## config.mk

```make
export PLATFORM = sky130hd
export DESIGN_NAME = edge_chain_pulser
export DESIGN_NICKNAME = d
export VERILOG_FILES = /design/src/rtl/ecp_pkg.sv /design/src/rtl/ecp_rst_sync.sv /design/src/rtl/ecp_sync.sv /design/src/rtl/ecp_ctrl.sv /design/src/rtl/ecp_flag.sv /design/src/rtl/edge_chain_pulser.sv
export SDC_FILE = /design/constraint.sdc
export NUM_CORES = 1
export LEC_CHECK = 0
export ABC_AREA = 1
export ABC_CLOCK_PERIOD_IN_PS = 2700
export BUFFER_PORTS_ARGS = -buffer_cell sky130_fd_sc_hd__buf_2
export CORE_MARGIN = 2
export CORE_UTILIZATION = 50
export CTS_CLUSTER_SIZE = 24
export DETAILED_ROUTE_END_ITERATION = 7
export MAX_ROUTING_LAYER = met4
export PLACE_DENSITY = 0.7
export SYNTH_ARGS = -nofsm -noshare
export SYNTH_HDL_FRONTEND = slang
export SYNTH_SLANG_ARGS = --single-unit
```

## constraint.sdc

```tcl
create_clock -name clk -period 2.7 [get_ports clk]
set_clock_uncertainty 0.2 [all_clocks]
set_input_delay 0 -clock clk [delete_from_list [all_inputs] [get_ports clk]]
set_output_delay 0 -clock clk [all_outputs]
set_load 0.05 [all_outputs]
```

## src/rtl/ecp_pkg.sv

```systemverilog
package ecp_pkg;
  typedef enum logic [1:0] {
    ST_IDLE  = 2'd0,
    ST_GAP   = 2'd1,
    ST_PULSE = 2'd2
  } ecp_state_e;
endpackage

```

## src/rtl/ecp_rst_sync.sv

```systemverilog
module ecp_rst_sync #(
  parameter int STAGES = 2
) (
  input  logic clk,
  input  logic rst_n,
  output logic rst_n_o
);
  logic [STAGES-1:0] rst_q;

  always_ff @(posedge clk or negedge rst_n) begin
    if (!rst_n) rst_q <= '0;
    else        rst_q <= {rst_q[STAGES-2:0], 1'b1};
  end

  assign rst_n_o = rst_q[STAGES-1];
endmodule

```

## src/rtl/ecp_sync.sv

```systemverilog
module ecp_sync #(
  parameter int STAGES = 2
) (
  input  logic clk,
  input  logic rst_n,
  input  logic d_i,
  output logic lvl_o,
  output logic fall_o,
  output logic rise_o
);
  logic [STAGES-1:0] chain_q;
  logic              prev_q;

  always_ff @(posedge clk or negedge rst_n) begin
    if (!rst_n) begin
      chain_q <= '0;
      prev_q  <= 1'b0;
    end else begin
      chain_q <= {chain_q[STAGES-2:0], d_i};
      prev_q  <= chain_q[STAGES-1];
    end
  end

  assign lvl_o  = chain_q[STAGES-1];
  assign fall_o = prev_q & ~chain_q[STAGES-1];
  assign rise_o = ~prev_q & chain_q[STAGES-1];

  AST_FALL_SINGLE: assert property (@(posedge clk) disable iff (!rst_n)
    fall_o |=> !fall_o);
endmodule

```

## src/rtl/ecp_ctrl.sv

```systemverilog
module ecp_ctrl
  import ecp_pkg::*;
#(
  parameter int CNT_W = 16
) (
  input  logic             clk,
  input  logic             rst_n,
  input  logic             fall_i,
  input  logic [CNT_W-1:0] gap_i,
  input  logic [CNT_W-1:0] width_i,
  output logic             sec_o,
  output logic             busy_o
);
  localparam logic [CNT_W-1:0] ONE = CNT_W'(1);

  ecp_state_e       st_q, st_n;
  logic [CNT_W-1:0] cnt_q, cnt_n;
  logic [CNT_W-1:0] wid_q, wid_n;
  logic             cnt_en, wid_en;
  logic [CNT_W-1:0] wid_m1;

  // width of 0 is treated as a single cycle
  assign wid_m1 = (width_i == '0) ? '0 : (width_i - ONE);

  always_comb begin
    st_n   = st_q;
    cnt_n  = cnt_q;
    wid_n  = wid_q;
    cnt_en = 1'b0;
    wid_en = 1'b0;
    unique case (st_q)
      ST_IDLE: begin
        if (fall_i) begin
          wid_en = 1'b1;
          wid_n  = wid_m1;
          cnt_en = 1'b1;
          if (gap_i == '0) begin
            st_n  = ST_PULSE;
            cnt_n = wid_m1;
          end else begin
            st_n  = ST_GAP;
            cnt_n = gap_i - ONE;
          end
        end
      end
      ST_GAP: begin
        cnt_en = 1'b1;
        if (cnt_q == '0) begin
          st_n  = ST_PULSE;
          cnt_n = wid_q;
        end else begin
          cnt_n = cnt_q - ONE;
        end
      end
      ST_PULSE: begin
        if (cnt_q == '0) begin
          st_n = ST_IDLE;
        end else begin
          cnt_en = 1'b1;
          cnt_n  = cnt_q - ONE;
        end
      end
      default: st_n = ST_IDLE;
    endcase
  end

  always_ff @(posedge clk or negedge rst_n) begin
    if (!rst_n) begin
      st_q  <= ST_IDLE;
      cnt_q <= '0;
      wid_q <= '0;
    end else begin
      st_q <= st_n;
      if (cnt_en) cnt_q <= cnt_n;
      if (wid_en) wid_q <= wid_n;
    end
  end

  assign sec_o  = (st_q == ST_PULSE);
  assign busy_o = (st_q != ST_IDLE);

  AST_SEC_NEEDS_BUSY: assert property (@(posedge clk) disable iff (!rst_n)
    sec_o |-> busy_o);
  AST_IDLE_HOLD: assert property (@(posedge clk) disable iff (!rst_n)
    (st_q == ST_IDLE && !fall_i) |=> (st_q == ST_IDLE));
  AST_ZERO_GAP: assert property (@(posedge clk) disable iff (!rst_n)
    (st_q == ST_IDLE && fall_i && gap_i == '0) |=> sec_o);
  AST_PULSE_RUN: assert property (@(posedge clk) disable iff (!rst_n)
    (st_q == ST_PULSE && cnt_q != '0) |=> sec_o);
  AST_BUSY_IGNORES_EDGE: assert property (@(posedge clk) disable iff (!rst_n)
    (st_q != ST_IDLE && fall_i) |=> $stable(wid_q));
endmodule

```

## src/rtl/ecp_flag.sv

```systemverilog
module ecp_flag (
  input  logic clk,
  input  logic rst_n,
  input  logic set_i,
  output logic flag_o
);
  logic flag_q;

  always_ff @(posedge clk or negedge rst_n) begin
    if (!rst_n)     flag_q <= 1'b0;
    else if (set_i) flag_q <= 1'b1;
  end

  assign flag_o = flag_q;

  AST_ERR_STICKY: assert property (@(posedge clk) disable iff (!rst_n)
    flag_o |=> flag_o);
endmodule

```

## src/rtl/edge_chain_pulser.sv

```systemverilog
module edge_chain_pulser #(
  parameter int CNT_W       = 16,
  parameter int SYNC_STAGES = 2
) (
  input  logic             clk,
  input  logic             rst_n,
  input  logic             prim_i,
  input  logic [CNT_W-1:0] gap_i,
  input  logic [CNT_W-1:0] width_i,
  output logic             sec_o,
  output logic             busy_o,
  output logic             overlap_err_o
);
  logic rst_n_s;
  logic prim_lvl, prim_fall, prim_rise;
  logic overlap_set;

  ecp_rst_sync #(.STAGES(2)) u_rst (
    .clk     (clk),
    .rst_n   (rst_n),
    .rst_n_o (rst_n_s)
  );

  ecp_sync #(.STAGES(SYNC_STAGES)) u_sync (
    .clk    (clk),
    .rst_n  (rst_n_s),
    .d_i    (prim_i),
    .lvl_o  (prim_lvl),
    .fall_o (prim_fall),
    .rise_o (prim_rise)
  );

  ecp_ctrl #(.CNT_W(CNT_W)) u_ctrl (
    .clk     (clk),
    .rst_n   (rst_n_s),
    .fall_i  (prim_fall),
    .gap_i   (gap_i),
    .width_i (width_i),
    .sec_o   (sec_o),
    .busy_o  (busy_o)
  );

  assign overlap_set = prim_rise & sec_o;

  ecp_flag u_err (
    .clk    (clk),
    .rst_n  (rst_n_s),
    .set_i  (overlap_set),
    .flag_o (overlap_err_o)
  );

  AST_OVERLAP_FLAGGED: assert property (@(posedge clk) disable iff (!rst_n_s)
    (prim_rise && sec_o) |=> overlap_err_o);
  AST_NO_FALL_WHILE_HIGH: assert property (@(posedge clk) disable iff (!rst_n_s)
    prim_lvl |-> !prim_fall);
endmodule

```

==> results of run 1 <==
[cell usage in the layout, fill, tap and decap left out, types with 7 or more instances in the layout]
master	netlist	final
a21oi_1	8	8
buf_2	1	37
dfrtp_1	40	40
dlygate4sd3_1	0	23
ha_1	9	9
inv_1	57	57
nand2_1	211	211
nand2_2	10	10
nand3_1	63	63
nor2_1	68	68
nor2_2	10	10
nor3_1	7	7
o21ai_0	20	20
xor2_1	14	14
[how the worst min path moves through the flow]
stage	to	start	depth (start not counted)	slack (ps)
2_1_floorplan	u_rst.rst_q[0]$_DFF_PN0_	rst_n	0	-500
6_report	u_ctrl.wid_q[5]$_DFFE_PN0P_	width_i[5]	6	10
5_1_grt	u_ctrl.wid_q[5]$_DFFE_PN0P_	width_i[5]	6	50
4_1_cts	u_ctrl.cnt_q[6]$_DFFE_PN0P_	gap_i[6]	6	7
3_3_place_gp	u_rst.rst_q[0]$_DFF_PN0_	rst_n	1	-410
3_5_place_dp	u_rst.rst_q[0]$_DFF_PN0_	rst_n	1	-410
[registers in the layout (all words and copies together), names as in the netlist]
signal / cells
u_rst.rst_q: 2
u_ctrl.cnt_q: 16
u_ctrl.st_q: 2
u_sync.chain_q: 2
u_ctrl.wid_q: 16
u_err.flag_o: 1
u_sync.prev_q: 1
[power by group through the flow]
stage / Clock, W / Combinational (W) / Sequential (W)
floorplan: 0 / 0.00165 / 0.00106
finish: 0.000487 / 0.00214 / 0.00110
global route: 0.000522 / 0.00244 / 0.00113
detailed placement: 0 / 0.00209 / 0.00110
global placement: 0 / 0.00206 / 0.00110
CTS: 0.000501 / 0.00213 / 0.00109
[per-stage QoR]
| step | power, W | worst slack (ps) |
|---|---|---|
| 2_1_floorplan | 0.00271 | 600 |
| 3_3_place_gp | 0.00315 | 773 |
| 3_5_place_dp | 0.00320 | 724 |
| 4_1_cts | 0.00373 | 639 |
| 5_1_grt | 0.00409 | 446 |
| 6_report | 0.00373 | 609 |
[cell type report]
class | instances | area share (%)
Multi-Input combinational cell | 457 | 53.7
Sequential cell | 40 | 24.3
Timing Repair Buffer | 63 | 10.6
Inverter | 62 | 5.74
Tap cell | 96 | 2.91
Clock buffer | 5 | 1.67
Clock inverter | 3 | 1.03
[per-layer routing]
| layer | vias up | GRT usage [%] | part of all wire, % |
|---|---|---|---|
| li1 | 1911 | - | - |
| met2 | 111 | 49.6 | 49 |
| met5 | - | - | 0 |
| met1 | 1728 | 36.7 | 44 |
| met4 | 0 | 8.67 | 1.6 |
| met3 | 13 | 4.43 | 5.5 |
[logic make-up after synthesis]
kind of cell | count (synthesis)
simple gates | 390
buf+inv | 70
compound gates | 40
flops | 40
xor+xnor | 17
fa+ha+maj | 9
other cells | 1
[worst max-delay path, stage by stage]
cell and delay [ps]:
dlygate4sd3_1 540, buf_2 140, inv_1 110, ha_1 220
nand2_1 140, nor2_2 190, nand4_2 190, clkinv_2 180
nand2_1 80, nand3_1 100, nand2_1 70, nand2_1 60
nand2_1 60
==> impl_metrics.tcl, run 1 <==
set metrics [dict create \
    drt-total-wl_microns 9990 \
    rsz0062_at_grt "false" \
    fillers 669 \
    start_util_pct 51.6 \
    drcViolationCount 0 \
    clk_path_buf_depth 2 \
    die-area_sq_um 7690 \
    cts-hold-fix-buffers 23 \
    cp_max_fo 9 \
    cts_made_buffers 5 \
    clkPwrFrac_pct 13.1 \
    synthTopCellsByCount "211 x nand2_1, 68 x nor2_1, 63 x nand3_1" \
    dp_cells 695 \
    seq_area_frac_synth_pct 28.6 \
    seqCellArea_sq_um 1000 \
    r2r-start "u_ctrl.st_q[1]$_DFFE_PN0P_" \
    swShare_pct 51.1 \
    drtAntennaViolNets 0 \
    hold_path_class "in2reg" \
    synth.area.top_cells "dfrtp_1 29%, nand2_1 23%, nand3_1 9.0%" \
    netSwitchingPower_w 0.00191 \
    power.internal_w 0.00182 \
    gp_congestion 0.959 \
    setup_viol 0 \
    die_y_microns 87.7 \
    r2r_end "u_ctrl.wid_q[8]$_DFFE_PN0P_" \
    cts_tree "yes" \
    drt-vias-per-instance 5.18 \
    combPwrFrac_pct 57.4 \
    period_needed_ps 2090 \
    syn_area_sq_um 3500 \
    ir_drop_uv 420 \
    final_util_pct 60.7 \
    seq_power_share_pct 29.5 \
    critPathKind "in2reg" \
    cts_root_buffer "clkbuf_8" \
    fin_cells 726 \
    first_pass_iters 4 \
    async_flop_share_pct 100 \
    multi_input_area_sq_um 2220 \
    synth_most_common_cell "nand2_1" \
    yosysWarnings 0 \
    antenna_found_initial 0 \
    synth_compound_area_share_pct 6.32 \
    area_growth_syn_to_layout_pct 17.7 \
    yosys.area.top_type_share_pct 28.6 \
    synth_top_area_cell "dfrtp_1" \
    drv_cap 0 \
    drive_gt1_share_pct 13.3 \
    htree_levels 2 \
    synth_cell_types 35 \
    status "finished clean" \
    post-dp-hpwl_microns 7790 \
    wl_per_cell_microns 13.8 \
    endpoint_kind "flop" \
    row_count 30 \
    synth_xor_xnor_area_share_pct 4.25 \
    cts_setup_buffers 0 \
    r2r_slack_ps 700 \
    worst_setup_path_start_kind "input port" \
    synth_nets 611 \
    ys_ff_latch 40 \
    clk_pin_slew_ps 80 \
    grt_pass1_wl_microns 17100 \
    grt_pass1_vias 3675 \
    synth_fa_ha_area_share_pct 3.21 \
    finalHoldWorstSlack_ps 14.9 \
    muxShareOfSynthArea_pct 0 \
    fin_setup_tns_ps 0 \
    finalHoldViolCount 0 \
    via_count 3763 \
    ctsResizeCount 0 \
    grt_usage_pct 29.5 \
    ff2ff_path_depth 7 \
    synth-simple-area-share_pct 49.4 \
    synth_cells 567 \
    power_leakage_nw 2.12 \
    die_x_microns 87.7 \
    required_ps 2680 \
    port_buffers 37 \
    first_iter_violations 217 \
    finalNetCount 673 \
    n_antenna_cell 0 \
    placed_cell_area_sq_um 3780 \
    ios 38 \
    clk_latency_ps 290 \
    period_share_pct 77.5 \
    worstMarginPinSlew_ps 699 \
    stdcell_area_sq_um 4120 \
    cts.sinks 40 \
    critical_path_arrival_ps 2080 \
    syn_area_per_cell_sq_um 6.18 \
    coreArea_sq_um 6790 \
    grt_max_degree 39 \
    synth_edf_count 0 \
    synth_top_family_by_area "simple AND/OR/NAND/NOR gates" \
    slew_viol_final 0 \
    crit_start "gap_i[0]" \
    grt-ovfl-total 0 \
    synth_ff_type "dfrtp_1" \
    slew_headroom_pct 53.3 \
    crit_end "u_ctrl.cnt_q[4]$_DFFE_PN0P_" \
    powerDensity_nw_per_um2 905 \
    fmax_mhz 478 \
]
(Power assumes the default switching activity.)
==> run 2: changes to the inputs <==
--- a/config.mk
+++ b/config.mk
@@ -5,15 +5,15 @@
 export SDC_FILE = /design/constraint.sdc
 export NUM_CORES = 1
 export LEC_CHECK = 0
-export ABC_AREA = 1
-export ABC_CLOCK_PERIOD_IN_PS = 2700
+export ABC_AREA = 0
+export ABC_CLOCK_PERIOD_IN_PS = 1810
 export BUFFER_PORTS_ARGS = -buffer_cell sky130_fd_sc_hd__buf_2
 export CORE_MARGIN = 2
 export CORE_UTILIZATION = 50
 export CTS_CLUSTER_SIZE = 24
 export DETAILED_ROUTE_END_ITERATION = 7
 export MAX_ROUTING_LAYER = met4
-export PLACE_DENSITY = 0.7
+export PLACE_DENSITY = 0.73
 export SYNTH_ARGS = -nofsm -noshare
 export SYNTH_HDL_FRONTEND = slang
 export SYNTH_SLANG_ARGS = --single-unit
==> constraint.sdc (replaced) <==
create_clock -name clk -period 1.81 [get_ports clk]
set_clock_uncertainty 0.2 [all_clocks]
set_input_delay 0 -clock clk [delete_from_list [all_inputs] [get_ports clk]]
set_output_delay 0 -clock clk [all_outputs]
set_load 0.05 [all_outputs]
==> impl_metrics.tcl, run 2 <==
set metrics [dict create \
    syn_area_per_cell_sq_um 8.45 \
    finalHoldViolCount 0 \
    cp_max_fo 8 \
    swShare_pct 29.2 \
    cts.sinks 40 \
    clk_latency_ps 310 \
    die-area_sq_um 7110 \
    clk_path_buf_depth 2 \
    netSwitchingPower_w 0.000584 \
    die_x_microns 84.4 \
    required_ps 1810 \
    crit_family "compound AO/OA/AOI/OAI gates" \
    power.internal_w 0.00142 \
    grt_pass1_vias 4195 \
    worst_setup_path_start_kind "flop" \
    synth_most_common_cell "nand2_1" \
    rsz0062_at_grt "true" \
    finalHoldWorstSlack_ps 36.6 \
    cts_made_buffers 5 \
    crit_top_cell "buf_6" \
    post-dp-hpwl_microns 8430 \
    setup_viol 27 \
    final_common_cell "buf_4" \
    dp_slack_ps -742 \
    async_flop_share_pct 100 \
    synth.area.top_cells "dfrtp_1 31%, nand2_1 5.2%, a21oi_1 3.9%" \
    area_growth_syn_to_layout_pct 62.9 \
    powerDensity_nw_per_um2 380 \
    finalNetCount 621 \
    ir_drop_uv 364 \
    period_share_pct 143 \
    port_buffers 37 \
    violations "setup timing" \
    critPathKind "reg2reg" \
    antenna_found_initial 0 \
    reg.largest.list "u_ctrl.cnt_q (16), u_ctrl.wid_q (16)" \
    htree_levels 2 \
    placed_cell_area_sq_um 4500 \
    yosys.area.top_type_share_pct 31.0 \
    cpPeakStageDelay_ps 550 \
    power_leakage_nw 2.34 \
    worstMarginPinSlew_ps 726 \
    clkPwrFrac_pct 33.8 \
    synthTopCellsByCount "45 x nand2_1, 40 x dfrtp_1, 26 x nor2_1" \
    fin_cells 655 \
    drcViolationCount 0 \
    critical_path_arrival_ps 2580 \
    layout_common_cells "128 x buf_4, 39 x dfrtp_1, 38 x buf_2" \
    drtAntennaViolNets 0 \
    cts_tree "yes" \
    synth_top_area_cell "dfrtp_1" \
    path_cells "or4_4 > buf_6 > o41ai_4 > buf_6 > a21oi_2 > a221oi_2 > a21oi_1 > a22o_1" \
    slew_viol_final 0 \
    status "finished with violations" \
    yosysWarnings 0 \
    worst_slack_ps -774 \
    grt_usage_pct 38.8 \
    power_w 0.00200 \
    grt-ovfl-total 0 \
    first_pass_iters 8 \
    seq_power_share_pct 46.4 \
    grt_max_degree 39 \
    seq_area_frac_synth_pct 31.0 \
    gp_congestion 0.881 \
    via_count 4449 \
    drt-total-wl_microns 15100 \
    ios 38 \
    endpoint_kind "flop" \
    synth_nets 426 \
    syn_area_sq_um 3230 \
    clk_pin_slew_ps 90 \
    n_antenna_cell 0 \
    slowest_stage "or4_4" \
    drive_gt1_share_pct 50.7 \
    coreArea_sq_um 6310 \
    dp_cells 613 \
    hold_path_class "in2reg" \
    drv_cap 0 \
    fmax_mhz 387 \
    synth_cells 382 \
    cts_root_buffer "clkbuf_8" \
    first_iter_violations 685 \
    stdcell_area_sq_um 5260 \
    combPwrFrac_pct 19.8 \
    cp_num_buf_inv 2 \
    synth_cell_types 68 \
    grt_pass1_wl_microns 21100 \
    die_y_microns 84.4 \
    start_util_pct 51.1 \
    drt-vias-per-instance 6.79 \
    slew_headroom_pct 51.0 \
    period_needed_ps 2580 \
    synth_edf_count 0 \
    synth_ff_type "dfrtp_1" \
    row_count 29 \
    ys_ff_latch 40 \
    wl_per_cell_microns 23.1 \
]
run 2: cell types whose count changed after synthesis, sizes merged, moves of 7 or more:
cell / previous run / this run
nor3: 8 / 17
nand2: 223 / 46
a211oi: 0 / 7
o31ai: 0 / 8
inv: 59 / 14
a22o: 0 / 7
nor4: 0 / 16
a21oi: 8 / 27
nand3: 66 / 9
xnor2: 3 / 10
nor2: 83 / 26
run 2: final timing paths:
kind,startpoint,to,slack [ps],cells after the start
worst max register to register,u_ctrl.cnt_q[6]$_DFFE_PN0P_,u_ctrl.cnt_q[5]$_DFFE_PN0P_,-770,8
worst max-delay path,u_ctrl.cnt_q[6]$_DFFE_PN0P_,u_ctrl.cnt_q[5]$_DFFE_PN0P_,-770,8
worst min register to register,u_rst.rst_q[1]$_DFF_PN0_,u_ctrl.wid_q[0]$_DFFE_PN0P_,150,1
worst min-delay path,width_i[2],u_ctrl.wid_q[3]$_DFFE_PN0P_,40,5
min in group asynchronous,u_rst.rst_q[1]$_DFF_PN0_,u_ctrl.wid_q[0]$_DFFE_PN0P_,150,1
max in group asynchronous,u_rst.rst_q[1]$_DFF_PN0_,u_ctrl.cnt_q[1]$_DFFE_PN0P_,860,1
run 2: logic make-up after synthesis:
| kind of cell | synth area share (%) |
|---|---|
| mux | 3.02 |
| fa+ha+maj | 3.49 |
| xor+xnor | 5.97 |
| buf+inv | 5.04 |
| other cells | 0.116 |
| compound gates | 24.5 |
| flops | 31.0 |
| simple gates | 26.9 |
run 2: metal layers:
metal	vias up	GRT usage [%]	part of all wire, %
li1	1819	-	-
met1	2015	44.1	35
met2	447	65.1	45
met3	168	5.51	11
met4	0	22.5	9.6
met5	-	-	0
run 2: repair_timing:
item	4_1_cts	5_1_grt
gates cloned	3	0
endpoints found under the hold margin	9	0
resized for setup	77	36
setup buffers	16	7
hold buffers	9	0
pin swaps	37	19
setup endpoints to repair	34	35
run 2: stage by stage:
step	TNS [ps]	util, %
floorplan	-15850	-
global placement	-14300	71.3
detailed placement	-15880	71.3
CTS	-11020	80.4
global route	-13450	83.3
finish	-12400	83.3
run 2: power groups by stage:
stage                     sequential, W  combinational, W  clock (W)
final                          0.000928          0.000397   0.000676
after floorplan                0.000956         0.0000963          0
after global placement         0.000941          0.000323          0
after global routing           0.000929          0.000423   0.000701
after CTS                      0.000925          0.000365   0.000647
after detailed placement       0.000942          0.000335          0
run 2: cell type report:
type / count / area, sq um
clock inverter: 2 / 15.0
inverter: 15 / 66.3
timing repair buffer: 204 / 1590
tap: 77 / 96.3
multi-input combinational: 311 / 2410
fill: 324 / 1050
clock buffer: 6 / 82.6
sequential: 40 / 1000
run 2: worst reg2reg max path, cell delays in order, from the launching register on:
cell	delay, ps
dfrtp_1	390
or4_4	550
buf_6	140
o41ai_4	350
buf_6	190
a21oi_2	50
a221oi_2	260
a21oi_1	140
a22o_1	200
==> run 3: changes to the inputs <==
--- a/config.mk
+++ b/config.mk
@@ -5,7 +5,7 @@
 export SDC_FILE = /design/constraint.sdc
 export NUM_CORES = 1
 export LEC_CHECK = 0
-export ABC_AREA = 0
+export ABC_AREA = 1
 export ABC_CLOCK_PERIOD_IN_PS = 1810
 export BUFFER_PORTS_ARGS = -buffer_cell sky130_fd_sc_hd__buf_2
 export CORE_MARGIN = 2
@@ -13,7 +13,8 @@
 export CTS_CLUSTER_SIZE = 24
 export DETAILED_ROUTE_END_ITERATION = 7
 export MAX_ROUTING_LAYER = met4
-export PLACE_DENSITY = 0.73
+export PLACE_DENSITY = 0.72
 export SYNTH_ARGS = -nofsm -noshare
 export SYNTH_HDL_FRONTEND = slang
 export SYNTH_SLANG_ARGS = --single-unit
+export TNS_END_PERCENT = 30
==> impl_metrics.tcl, run 3 (synthesized netlist as in run 1, its figures left out) <==
set metrics [dict create \
    cts_root_buffer "clkbuf_8" \
    worst_setup_path_start_kind "flop" \
    power_leakage_nw 2.24 \
    fillers 626 \
    grt_max_degree 39 \
    period_needed_ps 1900 \
    crit_top_cell "nand2_1" \
    endpoint_kind "flop" \
    antenna_found_initial 0 \
    setup_viol 16 \
    path_cells "inv_2 > ha_4 > inv_2 > nor3_1 > nand3_1 > nor2_4 > nand2_1 > nand2_1 > nand2_1 > nand2_1 > nand2_1 > nand2_1" \
    cts.sinks 40 \
    powerDensity_nw_per_um2 1440 \
    post-dp-hpwl_microns 7790 \
    cp_num_buf_inv 2 \
    drcViolationCount 0 \
    hold_path_class "in2reg" \
    grt_pass1_vias 3659 \
    grt-ovfl-total 0 \
    area_growth_syn_to_layout_pct 26.1 \
    reg.largest.list "u_ctrl.cnt_q (16), u_ctrl.wid_q (16)" \
    cts_tree "yes" \
    first_pass_iters 5 \
    slowest_stage "dfrtp_1" \
    drtAntennaViolNets 0 \
    clk_pin_slew_ps 80 \
    gp_congestion 0.939 \
    status "finished with violations" \
    gr-usage-met3_pct 3.96 \
    cpPeakStageDelay_ps 410 \
    via_count 3903 \
    cts_made_buffers 5 \
    grt_use_met1_pct 35.9 \
    slew_viol_final 0 \
    critPathKind "reg2reg" \
    violations "setup timing" \
    final_common_cell "nand2_1" \
    start_util_pct 51.6 \
    clk_path_buf_depth 2 \
    drt-total-wl_microns 10300 \
    period_share_pct 105 \
    finalNetCount 696 \
    layout_common_cells "210 x nand2_1, 61 x nor2_1, 61 x nand3_1" \
    port_buffers 37 \
    row_count 30 \
    finalHoldViolCount 0 \
    n_antenna_cell 0 \
    drv_cap 0 \
    rsz0062_at_grt "true" \
    die_y_microns 87.7 \
    ir_drop_uv 547 \
    critical_path_arrival_ps 1940 \
    fmax_mhz 528 \
    cp_max_fo 7 \
    required_ps 1850 \
    htree_levels 2 \
    coreArea_sq_um 6790 \
    wl_per_cell_microns 13.7 \
    clk_latency_ps 300 \
    first_iter_violations 285 \
    ios 38 \
    die_x_microns 87.7 \
    grt_pass1_wl_microns 17000 \
    finalHoldWorstSlack_ps 19.3 \
    fin_setup_tns_ps -577 \
    drive_gt1_share_pct 20.2 \
    top_usage_layer "met2" \
    die-area_sq_um 7690 \
    worst_slack_ps -85.2 \
    r2r_slack_ps -90 \
    use_met2_pct 50.1 \
    grt_usage_pct 29.4 \
    crit_family "simple AND/OR/NAND/NOR gates" \
    drt-vias-per-instance 5.21 \
]
## run 3: cell count changes in the layout (fill, tap and decap cells not counted), sizes merged, moves of 8 or more
| cell | change |
|---|---|
| o31ai | -8 |
| dlygate4sd3 | +12 |
| nor3 | -9 |
| nor4 | -16 |
| inv | +46 |
| nor2 | +57 |
| buf | -130 |
| nand3 | +57 |
| a21oi | -19 |
| nand2 | +177 |
## run 3: cell type report
class	count	area, sq um	share of cell area [%]
Multi-Input combinational cell	457	2320	52.5
Sequential cell	40	1000	22.7
Timing Repair Buffer	86	613	13.9
Inverter	62	245	5.55
Tap cell	96	120	2.72
Clock buffer	5	68.8	1.56
Clock inverter	3	46.3	1.05
## run 3: final timing paths
| check | from | to | cells after the start |
|---|---|---|---|
| worst min-delay path | width_i[9] | u_ctrl.wid_q[9]$_DFFE_PN0P_ | 4 |
| max in group asynchronous | rst_n | u_rst.rst_q[0]$_DFF_PN0_ | 3 |
| worst max register to register | u_ctrl.cnt_q[0]$_DFFE_PN0P_ | u_ctrl.cnt_q[11]$_DFFE_PN0P_ | 12 |
| worst min register to register | u_rst.rst_q[1]$_DFF_PN0_ | u_sync.chain_q[0]$_DFF_PN0_ | 1 |
| min in group asynchronous | u_rst.rst_q[1]$_DFF_PN0_ | u_sync.chain_q[0]$_DFF_PN0_ | 1 |
| worst max-delay path | u_ctrl.cnt_q[0]$_DFFE_PN0P_ | u_ctrl.cnt_q[11]$_DFFE_PN0P_ | 12 |
## run 3: power by group
group	switching (W)	internal, W	total (W)	leakage, nW
Sequential	0.000359	0.00128	0.00164	0.489
Clock	0.000344	0.000415	0.000759	0.0548
Combinational	0.00246	0.00148	0.00394	1.70
## run 3: repair_timing
item	CTS	global route
hold endpoints to repair	21	0
setup buffers	4	3
setup endpoints to repair	16	30
pin swaps	13	12
gates resized for setup	20	12
hold buffers	21	0
## run 3: per-layer routing
metal / vias to the layer above / routed length, microns
met5: - / 0
met4: 0 / 226
met3: 18 / 534
met2: 130 / 5100
met1: 1794 / 4400
li1: 1961 / -
## run 3: worst reg2reg max path: cells and delay by family (launching register included)
family,cells,cell delay (ps)
adder cells (fa/ha/maj),1,140
AND/OR/NAND/NOR,9,930
buffers and inverters,2,150
flip-flops,1,410
## run 3: per-stage QoR
stage | utilization [%] | setup WS (ps) | cells | instance area [sq um] | power [W]
after detailed placement | 57.9 | -126 | 713 | 3940 | 0.00511
final | 65.0 | -85.2 | 749 | 4420 | 0.00634
after global placement | 57.9 | 2.03 | 713 | 3940 | 0.00502
after CTS | 64.0 | -72.9 | 746 | 4350 | 0.00612
after global routing | 65.0 | -179 | 749 | 4420 | 0.00686
after floorplan | - | -122 | 567 | 3530 | 0.00408
